### config.mk
export PLATFORM = sky130hd
export DESIGN_NAME = hpc_cycle_classifier
export DESIGN_NICKNAME = d
export VERILOG_FILES = /design/src/rtl/hpc_pkg.sv /design/src/rtl/hpc_iack_dec.sv /design/src/rtl/hpc_cfg_dec.sv /design/src/rtl/hpc_type_sel.sv /design/src/rtl/hpc_cycle_classifier.sv
export SDC_FILE = /design/constraint.sdc
export NUM_CORES = 1
export LEC_CHECK = 0
export BUFFER_PORTS_ARGS = -buffer_cell sky130_fd_sc_hd__buf_4
export CAP_MARGIN = 5
export CELL_PAD_IN_SITES_DETAIL_PLACEMENT = 1
export CELL_PAD_IN_SITES_GLOBAL_PLACEMENT = 1
export CORE_MARGIN = 4
export CORE_UTILIZATION = 31
export CTS_BUF_LIST = sky130_fd_sc_hd__clkbuf_16
export CTS_CLUSTER_DIAMETER = 80
export CTS_CLUSTER_SIZE = 20
export DETAILED_ROUTE_END_ITERATION = 8
export PLACE_DENSITY_LB_ADDON = 0.1
export SLEW_MARGIN = 20
export SYNTH_ARGS = -nofsm -noshare
export SYNTH_HDL_FRONTEND = slang
export SYNTH_SLANG_ARGS = --single-unit
### constraint.sdc
create_clock -name clk_i -period 0.91 [get_ports clk_i]
set_input_delay 0.0455 -clock clk_i [delete_from_list [all_inputs] [get_ports clk_i]]
set_output_delay 0.0455 -clock clk_i [all_outputs]
set_load 0.1 [all_outputs]
### src/rtl/hpc_pkg.sv
package hpc_pkg;
  localparam int ADDR_W   = 32;
  localparam int BUS_W    = 8;
  localparam int DEV_W    = 5;
  localparam int FN_W     = 3;
  localparam int REG_W    = 6;
  localparam int NUM_CT   = 6;
  localparam int IDSEL_LSB = 11;
  localparam int NUM_DEV  = 1 << DEV_W;

  localparam int CT_PASS = 0;
  localparam int CT_IACK = 1;
  localparam int CT_SPEC = 2;
  localparam int CT_CFG0 = 3;
  localparam int CT_CFG1 = 4;
  localparam int CT_ERR  = 5;

  typedef logic [NUM_CT-1:0] cyc_type_t;

  typedef struct packed {
    logic             en;
    logic [BUS_W-1:0] bus;
    logic [DEV_W-1:0] dev;
    logic [FN_W-1:0]  fn;
    logic [REG_W-1:0] regn;
  } cfg_fields_t;

  function automatic cfg_fields_t unpack_cfg(input logic [ADDR_W-1:0] v);
    cfg_fields_t f;
    f.en   = v[31];
    f.bus  = v[23:16];
    f.dev  = v[15:11];
    f.fn   = v[10:8];
    f.regn = v[7:2];
    return f;
  endfunction
endpackage

### src/rtl/hpc_iack_dec.sv
module hpc_iack_dec
  import hpc_pkg::*;
#(
  parameter logic [ADDR_W-1:0] WIN_A_BASE = 32'hBFFF_FFF0,
  parameter int                WIN_A_LOG2 = 4,
  parameter logic [ADDR_W-1:0] WIN_B_BASE = 32'hFEF0_0000,
  parameter int                WIN_B_LOG2 = 20
) (
  input  logic [ADDR_W-1:0] addr_i,
  input  logic              map_b_i,
  output logic              hit_o
);
  localparam int NUM_MAP = 2;
  localparam logic [ADDR_W-1:0] BASES [NUM_MAP] = '{WIN_A_BASE, WIN_B_BASE};
  localparam int                LOG2S [NUM_MAP] = '{WIN_A_LOG2, WIN_B_LOG2};

  logic [NUM_MAP-1:0] win_hit;

  for (genvar m = 0; m < NUM_MAP; m++) begin : g_win
    localparam logic [ADDR_W-1:0] MASK = ~((ADDR_W'(1) << LOG2S[m]) - ADDR_W'(1));
    assign win_hit[m] = (addr_i & MASK) == (BASES[m] & MASK);
  end

  assign hit_o = map_b_i ? win_hit[1] : win_hit[0];
endmodule

### src/rtl/hpc_cfg_dec.sv
module hpc_cfg_dec
  import hpc_pkg::*;
(
  input  logic [ADDR_W-1:0] cfg_addr_i,
  output logic              off_o,
  output logic              spec_o,
  output logic              cfg0_o,
  output logic              cfg1_o,
  output logic [ADDR_W-1:0] xaddr_o
);
  localparam int LOW_W = FN_W + REG_W + 2;

  cfg_fields_t f;
  logic        local_bus;
  logic        spec_pat;
  logic [ADDR_W-1:0] idsel_vec;
  logic [ADDR_W-1:0] addr0;
  logic [ADDR_W-1:0] addr1;

  assign f         = unpack_cfg(cfg_addr_i);
  assign local_bus = (f.bus == '0);
  assign spec_pat  = (&f.dev) && (&f.fn) && (f.regn == '0);

  assign off_o  = !f.en;
  assign spec_o = f.en && local_bus && spec_pat;
  assign cfg0_o = f.en && local_bus && !spec_pat;
  assign cfg1_o = f.en && !local_bus;

  // device select: one bit per device that fits above IDSEL_LSB
  for (genvar b = 0; b < ADDR_W; b++) begin : g_idsel
    if (b >= IDSEL_LSB && (b - IDSEL_LSB) < NUM_DEV) begin : g_on
      assign idsel_vec[b] = (f.dev == DEV_W'(b - IDSEL_LSB));
    end else begin : g_off
      assign idsel_vec[b] = 1'b0;
    end
  end

  assign addr0 = idsel_vec | {{(ADDR_W-LOW_W){1'b0}}, f.fn, f.regn, 2'b00};
  assign addr1 = {{(ADDR_W-BUS_W-DEV_W-LOW_W){1'b0}}, f.bus, f.dev, f.fn, f.regn, 2'b01};

  always_comb begin
    xaddr_o = '0;
    if (cfg0_o) xaddr_o = addr0;
    if (cfg1_o) xaddr_o = addr1;
  end
endmodule

### src/rtl/hpc_type_sel.sv
module hpc_type_sel
  import hpc_pkg::*;
(
  input  logic              acc_valid_i,
  input  logic              acc_wr_i,
  input  logic              iack_hit_i,
  input  logic              cfg_data_wr_i,
  input  logic              off_i,
  input  logic              spec_i,
  input  logic              cfg0_i,
  input  logic              cfg1_i,
  input  logic [ADDR_W-1:0] xaddr_i,
  output cyc_type_t         type_o,
  output logic [ADDR_W-1:0] addr_o
);
  always_comb begin
    type_o = '0;
    addr_o = '0;
    if (cfg_data_wr_i) begin
      // config path wins over a concurrent processor strobe
      type_o[CT_PASS] = off_i;
      type_o[CT_SPEC] = spec_i;
      type_o[CT_CFG0] = cfg0_i;
      type_o[CT_CFG1] = cfg1_i;
      addr_o          = xaddr_i;
    end else if (acc_valid_i) begin
      type_o[CT_ERR]  = iack_hit_i && acc_wr_i;
      type_o[CT_IACK] = iack_hit_i && !acc_wr_i;
      type_o[CT_PASS] = !iack_hit_i;
    end
  end
endmodule

### src/rtl/hpc_cycle_classifier.sv
module hpc_cycle_classifier
  import hpc_pkg::*;
(
  input  logic              clk_i,
  input  logic              rst_ni,
  input  logic              acc_valid_i,
  input  logic              acc_wr_i,
  input  logic [ADDR_W-1:0] acc_addr_i,
  input  logic              map_b_i,
  input  logic              cfg_data_wr_i,
  input  logic [ADDR_W-1:0] cfg_addr_i,
  output logic [NUM_CT-1:0] cyc_type_o,
  output logic [ADDR_W-1:0] cfg_addr_o
);
  logic              iack_hit;
  logic              off, spec, cfg0, cfg1;
  logic [ADDR_W-1:0] xaddr;
  cyc_type_t         type_d;
  logic [ADDR_W-1:0] addr_d;

  hpc_iack_dec u_iack (
    .addr_i  (acc_addr_i),
    .map_b_i (map_b_i),
    .hit_o   (iack_hit)
  );

  hpc_cfg_dec u_cfg (
    .cfg_addr_i (cfg_addr_i),
    .off_o      (off),
    .spec_o     (spec),
    .cfg0_o     (cfg0),
    .cfg1_o     (cfg1),
    .xaddr_o    (xaddr)
  );

  hpc_type_sel u_sel (
    .acc_valid_i   (acc_valid_i),
    .acc_wr_i      (acc_wr_i),
    .iack_hit_i    (iack_hit),
    .cfg_data_wr_i (cfg_data_wr_i),
    .off_i         (off),
    .spec_i        (spec),
    .cfg0_i        (cfg0),
    .cfg1_i        (cfg1),
    .xaddr_i       (xaddr),
    .type_o        (type_d),
    .addr_o        (addr_d)
  );

  always_ff @(posedge clk_i or negedge rst_ni) begin
    if (!rst_ni) begin
      cyc_type_o <= '0;
      cfg_addr_o <= '0;
    end else begin
      cyc_type_o <= type_d;
      cfg_addr_o <= addr_d;
    end
  end

  AST_RESET_CLEAR: assert property (@(posedge clk_i) !rst_ni |-> (cyc_type_o == '0 && cfg_addr_o == '0));
  AST_ONEHOT0: assert property (@(posedge clk_i) disable iff (!rst_ni) $onehot0(cyc_type_o));
  AST_STROBE_ONE: assert property (@(posedge clk_i) disable iff (!rst_ni)
    (acc_valid_i || cfg_data_wr_i) |=> $countones(cyc_type_o) == 1);
  AST_IDLE_ZERO: assert property (@(posedge clk_i) disable iff (!rst_ni)
    (!acc_valid_i && !cfg_data_wr_i) |=> (cyc_type_o == '0 && cfg_addr_o == '0));
  AST_WRITE_ERR: assert property (@(posedge clk_i) disable iff (!rst_ni)
    (acc_valid_i && !cfg_data_wr_i && acc_wr_i && iack_hit) |=> cyc_type_o[CT_ERR]);
  AST_READ_IACK: assert property (@(posedge clk_i) disable iff (!rst_ni)
    (acc_valid_i && !cfg_data_wr_i && !acc_wr_i && iack_hit) |=> cyc_type_o[CT_IACK]);
  AST_SPEC_ADDR: assert property (@(posedge clk_i) disable iff (!rst_ni)
    cyc_type_o[CT_SPEC] |-> cfg_addr_o == '0);
  AST_CFG1_TAG: assert property (@(posedge clk_i) disable iff (!rst_ni)
    cyc_type_o[CT_CFG1] |-> cfg_addr_o[1:0] == 2'b01);
  AST_CFG0_TAG: assert property (@(posedge clk_i) disable iff (!rst_ni)
    cyc_type_o[CT_CFG0] |-> (cfg_addr_o[1:0] == 2'b00 && $countones(cfg_addr_o[ADDR_W-1:IDSEL_LSB]) <= 1));
  AST_CFG_OFF: assert property (@(posedge clk_i) disable iff (!rst_ni)
    (cfg_data_wr_i && !cfg_addr_i[31]) |=> cyc_type_o[CT_PASS]);
  AST_CFG_PRIO: assert property (@(posedge clk_i) disable iff (!rst_ni)
    cfg_data_wr_i |=> (!cyc_type_o[CT_IACK] && !cyc_type_o[CT_ERR]));
endmodule

Word-level counts from Yosys, hierarchy flattened:

Index checks and enable logic that the tools add are counted.
W data, S select, Z words.

* equal/unequal tests: 22
* bitwise logic cells: 1
* reductions and logical operators: 18
* mux-type cells: 10

Operator list (count)
* $mux W32: 3
* $eq A5 B4 Y1 const B: 8
* $or A32 B11 Y32: 1
* $eq A28 B28 Y1 const B: 1
* $eq A5 B5 Y1 const B: 5
* $eq A5 B3 Y1 const B: 4
* $eq A12 B12 Y1 const B: 1
* $eq A5 B2 Y1 const B: 2
* $logic_and A1 B1 Y1: 8
* $logic_not A8 Y1: 1
* $logic_not A6 Y1: 1
* $eq A5 B1 Y1 const B: 1
* $logic_not A1 Y1: 5
* $logic_not A5 Y1: 1
* $mux W1: 5
* $reduce_and A5 Y1: 1
* $mux W3: 1
* $reduce_and A3 Y1: 1
* $mux W2: 1

* bits in registers: 38
* input bits: 70
* output and inout port bits: 38

Longest topological paths before layout:

Gate-level depths: netlist (run 1).

* word-level depth: 8
* gate-level depth with buffers: 5
* depth with buffers taken out: 4

Hierarchy:

Synthesis (run 1) repeated with hierarchy kept, for this count alone.

* cell total of the unflattened synthesis: 196
* area, all modules: 1918.1 µm²

Modules (own cells, without submodules)
* hpc_cycle_classifier: cells each 38, times used 1, area an instance 950.9 µm²
* hpc_cfg_dec: cells each 100, times used 1, area an instance 586.8 µm²
* hpc_type_sel: cells each 45, times used 1, area an instance 302.8 µm²
* hpc_iack_dec: cells each 13, times used 1, area an instance 77.6 µm²

Least setup slack after synthesis (run 1):

Ideal clock, no wire load.

* path kind: register to output
* from: reg cyc_type_o[4]
* to: out cyc_type_o[4]
* path slack: -0.459 ns
* buffers on the path: 1
* arrival: 1.324 ns
* cell stages (with the launch flop): 2
* data required time: 0.864 ns
* cell sequence: dfrtp_1 > buf_4

RTL lines
* from (decl): line hpc_cycle_classifier.sv:12 `output logic [NUM_CT-1:0] cyc_type_o,`
* from (signal assigned): line hpc_cycle_classifier.sv:55 `cyc_type_o <= type_d;`

No word-level cell between the ends.

Worst setup path in the final report (run 1):

* from: in cfg_addr_i[5]
* to: reg cfg_addr_o[7]

* longest elaborated chain between the ends: 7

RTL lines
* from (decl): line hpc_cycle_classifier.sv:11 `input logic [ADDR_W-1:0] cfg_addr_i,`
* $logic_not A6 Y1: line hpc_cfg_dec.sv:22 `assign spec_pat = (&f.dev) && (&f.fn) && (f.regn == '0);`
* $logic_and A1 B1 Y1: line hpc_cfg_dec.sv:22
* $logic_not A1 Y1: line hpc_cfg_dec.sv:26 `assign cfg0_o = f.en && local_bus && !spec_pat;`
* $logic_and A1 B1 Y1: line hpc_cfg_dec.sv:26
* $mux W32: line hpc_cfg_dec.sv:43 `if (cfg0_o) xaddr_o = addr0;`
* $mux W32: line hpc_cfg_dec.sv:44 `if (cfg1_o) xaddr_o = addr1;`
* $mux W32: line hpc_type_sel.sv:19 `if (cfg_data_wr_i) begin`
* via addr_d[7]: line hpc_cycle_classifier.sv:19 `logic [ADDR_W-1:0] addr_d;`
* to (signal assigned): line hpc_cycle_classifier.sv:56 `cfg_addr_o <= addr_d;`
* to (decl): line hpc_cycle_classifier.sv:13 `output logic [ADDR_W-1:0] cfg_addr_o`

The timed path passes the listed nets, and every way through them passes these cells.

==> results of run 1 <==
[cells in the mapped netlist, types with 3 or more instances]
cell type / count
clkbuf_1: 3
nor2_1: 14
o41ai_1: 3
dfrtp_1: 36
nand3_1: 3
nor4_1: 7
nand2_1: 15
nand2b_1: 5
a21oi_1: 5
and2_1: 10
nor4_4: 3
nand4_1: 6
[worst min-delay path by stage]
stage,startpoint,slack [ns],endpoint,cells past startpoint
2_1_floorplan,rst_ni,-0.25,cfg_addr_o[10],0
3_3_place_gp,rst_ni,0.02,cfg_addr_o[27],1
4_1_cts,cfg_addr_i[4],-0.003,cfg_addr_o[4],2
3_5_place_dp,rst_ni,0.03,cfg_addr_o[30],1
5_1_grt,cfg_addr_i[20],0.002,cfg_addr_o[20],2
6_report,cfg_addr_i[20],-0.0006,cfg_addr_o[20],2
[layer usage]
layer	vias up	global-route usage	wire length, um
met2	124	0.447	5170
met5	-	0	0
met3	42	0.0519	552
met4	0	0.0619	534
met1	962	0.233	3100
li1	795	-	-
[critical path, delay by kind of cell]
family / cells / cell delay [ns]
simple gates: 3 / 1.00
compound gates: 1 / 0.08
buf+inv: 2 / 0.26
[logic make-up (layout without fill, tap and decap cells)]
| group | count (synthesis) | in the layout | synth area share |
|---|---|---|---|
| simple gates | 79 | 79 | 0.308 |
| flops | 36 | 36 | 0.569 |
| compound gates | 18 | 19 | 0.0877 |
| buf+inv | 9 | 151 | 0.0332 |
| other cells | 1 | 1 | 0.00237 |
[state kept, by name (all words and copies together), names as in the netlist]
signal,flops
cfg_addr_o,30
cyc_type_o,6
[stage by stage]
step | instance area [um2] | utilization | setup slack [ns] | total power, mW
2_1_floorplan | 1650 | - | -0.348 | 2.19
3_3_place_gp | 2590 | 0.534 | -0.525 | 2.61
3_5_place_dp | 2590 | 0.534 | -0.593 | 2.63
4_1_cts | 3220 | 0.664 | -0.287 | 4.67
5_1_grt | 3590 | 0.741 | -0.353 | 5.04
6_report | 3590 | 0.741 | -0.319 | 4.89
[power groups by stage]
stage | Sequential (mW) | Combinational (mW) | Clock (mW)
floorplan | 2.02 | 0.175 | 0
global placement | 1.69 | 0.917 | 0
detailed placement | 1.69 | 0.939 | 0
CTS | 1.68 | 1.06 | 1.93
global route | 1.69 | 1.28 | 2.07
finish | 1.69 | 1.24 | 1.96
[timing repair]
action | in CTS | in global routing
gates cloned | 1 | 0
hold buffers | 11 | 0
resized for setup | 79 | 65
setup buffers | 5 | 7
pin swaps | 18 | 26
endpoints found under the hold margin | 47 | 0
endpoints found under the setup margin | 72 | 67
[cell type report]
class | count | area (um2)
Timing Repair Buffer | 141 | 1450
Clock buffer | 5 | 125
Clock inverter | 3 | 38.8
Multi-Input combinational cell | 99 | 956
Sequential cell | 36 | 935
Fill cell | 450 | 1260
Tap cell | 67 | 83.8
Inverter | 2 | 7.51
==> flow_metrics.tcl, run 1 <==
set metrics [dict create \
    status "finished, violations left" \
    violations "hold timing, setup timing" \
    portBuffers 93 \
    synth_top_area_cell "dfrtp_1" \
    endpoint "cfg_addr_o[7]" \
    startpoint_type "input port" \
    vias 1923 \
    fin_cells 353 \
    syn_area_mm2 0.00158 \
    period_needed_ns 1.23 \
    crit_top_cell "buf_6" \
    setup_ws_ns -0.319 \
    rows 25 \
    cp-startpoint "cfg_addr_i[5]" \
    setup_viol 55 \
    drive_gt1_frac 0.752 \
    layout_common_cells "72 x buf_4, 36 x buf_6, 27 x dfrtp_2" \
    grt_usage 0.226 \
    grt_max_degree 37 \
    internal_power_mw 3.42 \
    power.leakage_nw 1.64 \
    core-area_mm2 0.00485 \
    drc 0 \
    syn_inst 143 \
    arrival_ns 1.40 \
    path_class "input port to register" \
    crit_required_ns 1.08 \
    place_congestion 0.896 \
    diodes 0 \
    yosysUniqueCellTypes 38 \
    synth_area_leaders "dfrtp_1 57%, nor4_4 4.0%, and2_1 3.9%, nand2_1 3.6%, nor2_1 3.3%" \
    final_common_cell "buf_4" \
    vias_per_cell 5.45 \
    avgSynthCellArea_um2 11.1 \
    swShare 0.300 \
    post-dp-hpwl_um 4490 \
    root_buffer "clkbuf_16" \
    synth-edff-count 0 \
    cts_buffers 5 \
    pwr_density_cell_mw_per_mm2 1360 \
    path_cells "buf_6, or4b_4, nor4_4, buf_6, a21oi_4, and2_1" \
    hold_viol_final 1 \
    drv_cap 0 \
    slew_viol_final 0 \
    critPathMaxStageDelay_ns 0.54 \
    pwr-share-clk 0.401 \
    clk_pin_slew_ns 0.06 \
    pin_count 108 \
    path_max_fanout 5 \
    area_delta_synth_final_pct 127 \
    ant_nets 0 \
    crit_slowest_cell "or4b_4" \
    grt_first_pass_wirelength_um 10800 \
    dp_cells 324 \
    cts_buffer_depth 2 \
    grt_pass1_vias 2037 \
    h-tree-depth 2 \
    drt_pass1_iterations 4 \
    fin_setup_tns_ns -7.12 \
    cts_sinks 36 \
    yosysWarnings 0 \
    synth_flop_cell "dfrtp_1" \
    async_reset_ff_frac 1.00 \
    die_x_um 79.5 \
    power_frac_comb 0.255 \
    vdd_drop_max_mv 0.825 \
    antenna_found_initial 0 \
    drt_iter0_drc 131 \
    cts_tree "built" \
    rsz0062_at_grt "yes" \
    gr-total-overflow 0 \
    yosysTopAreaCellShare 0.569 \
    worst_setup_path_end_kind "register" \
    die_area_mm2 0.00632 \
    wl_per_cell_um 26.5 \
    finalCritPeriodShare 1.35 \
    die-height_um 79.5 \
    ys_ff_latch 36 \
    nets 355 \
    start_util 0.327 \
    whs_ns -0.000609 \
    p_seq_frac 0.345 \
    yosysSeqAreaShare 0.569 \
    p_sw_mw 1.47 \
    syn_nets 213 \
    totalWireLength_um 9360 \
    min_path_type "input port to register" \
    timing.fmax_mhz 814 \
]
Note: power is estimated with default switching activity, not from simulation.
==> run 2, diff against run 1 <==
--- a/config.mk
+++ b/config.mk
@@ -15,6 +15,7 @@
 export CTS_CLUSTER_DIAMETER = 80
 export CTS_CLUSTER_SIZE = 20
 export DETAILED_ROUTE_END_ITERATION = 8
+export MAX_ROUTING_LAYER = met4
 export PLACE_DENSITY_LB_ADDON = 0.1
 export SLEW_MARGIN = 20
 export SYNTH_ARGS = -nofsm -noshare
==> flow_metrics.tcl, run 2 (same netlist as run 1, synthesis figures left out) <==
set metrics [dict create \
    gr-total-overflow 0 \
    post-dp-hpwl_um 4490 \
    setup_viol 55 \
    drc 0 \
    p_seq_frac 0.345 \
    vdd_drop_max_mv 0.827 \
    whs_ns -0.00127 \
    power_frac_comb 0.254 \
    cts_buffers 5 \
    grt_pass1_vias 2040 \
    top_usage_layer "met2" \
    antenna_found_initial 0 \
    hp-start "cfg_addr_i[20]" \
    wl_per_cell_um 26.4 \
    grt.met1_usage 0.236 \
    p_sw_mw 1.47 \
    fin_setup_tns_ns -7.14 \
    area_delta_synth_final_pct 127 \
    swShare 0.301 \
    pwr-share-clk 0.401 \
    slew_viol_final 0 \
    die-height_um 79.5 \
    grt_max_degree 37 \
    internal_power_mw 3.42 \
    arrival_ns 1.40 \
    path_max_fanout 5 \
    layout_common_cells "72 x buf_4, 36 x buf_6, 27 x dfrtp_2" \
    grt_first_pass_wirelength_um 10800 \
    startpoint_type "input port" \
    finalCritPeriodShare 1.35 \
    drv_cap 0 \
    pwr_density_cell_mw_per_mm2 1360 \
    die_area_mm2 0.00632 \
    vias_per_cell 5.31 \
    worst_setup_path_end_kind "register" \
    largest_reg_flops 30 \
    totalWireLength_um 9310 \
    drive_gt1_frac 0.752 \
    grt_usage 0.232 \
    status "finished, violations left" \
    dpl_worst_slack_ns -0.593 \
    nets 355 \
    core-area_mm2 0.00485 \
    utilization 0.741 \
    use_met2 0.447 \
    rows 25 \
    cp-startpoint "cfg_addr_i[5]" \
    portBuffers 93 \
    vias 1874 \
    regMostFlops "cfg_addr_o" \
    cts_buffer_depth 2 \
    ant_nets 0 \
    cts_sinks 36 \
    start_util 0.327 \
    cts_tree "built" \
    period_needed_ns 1.23 \
    rsz0062_at_grt "yes" \
    crit_required_ns 1.08 \
    reg.largest.list "cfg_addr_o: 30 flops, cyc_type_o: 6 flops" \
    hold_viol_final 1 \
    power.leakage_nw 1.64 \
    h-tree-depth 2 \
    path_class "input port to register" \
    final_common_cell "buf_4" \
    power_mw 4.89 \
    diodes 0 \
    met3_usage 0.0485 \
    root_buffer "clkbuf_16" \
    place_congestion 0.912 \
    die_x_um 79.5 \
    drt_pass1_iterations 4 \
    drt_iter0_drc 108 \
    min_path_type "input port to register" \
    pin_count 108 \
    setup_ws_ns -0.316 \
    clk_pin_slew_ns 0.06 \
    violations "hold timing, setup timing" \
    timing.fmax_mhz 815 \
]
[run 2: cell counts in the layout (fill, tap and decap cells not counted)]
Identical to the previous run, type by type.
[run 2: per-layer routing]
layer / vias to the layer above / part of all wire
met5: - / 0
met3: 37 / 0.064
met2: 114 / 0.56
li1: 795 / -
met1: 928 / 0.32
met4: 0 / 0.051
[run 2: path summary, 6_finish.rpt]
| check | end | slack (ns) | cells after the start |
|---|---|---|---|
| max | cfg_addr_o[7] | -0.32 | 6 |
| min | cfg_addr_o[20] | -0.001 | 2 |
| max in group asynchronous | cfg_addr_o[17] | 0.29 | 2 |
| min in group asynchronous | cyc_type_o[3] | 0.26 | 2 |
[run 2: worst max-delay path: stages]
cell	delay, ns
buf_6	0.09
or4b_4	0.54
nor4_4	0.28
buf_6	0.17
a21oi_4	0.08
and2_1	0.18
[run 2: cell type report]
class / instances / area [um2]
Inverter: 2 / 7.51
Timing Repair Buffer: 141 / 1450
Multi-Input combinational cell: 99 / 956
Tap cell: 67 / 83.8
Clock inverter: 3 / 38.8
Sequential cell: 36 / 935
Fill cell: 450 / 1260
Clock buffer: 5 / 125
[run 2: timing repair]
action,CTS,global route
hold buffers,11,0
cloned,1,0
endpoints found under the hold margin,47,0
pin swaps,18,26
setup endpoints to repair,72,67
resized for setup,79,65
buffers inserted,5,7
[run 2: per-stage QoR]
stage	std cells	area, um2
after floorplan	143	1650
after global placement	324	2590
after detailed placement	324	2590
after CTS	347	3220
after global routing	353	3590
final	353	3590
[run 2: power by group through the flow]
stage	Sequential [mW]	Clock [mW]	Combinational [mW]
global placement	1.69	0	0.917
global route	1.69	2.06	1.28
detailed placement	1.69	0	0.939
CTS	1.68	1.93	1.06
floorplan	2.02	0	0.175
finish	1.69	1.96	1.24
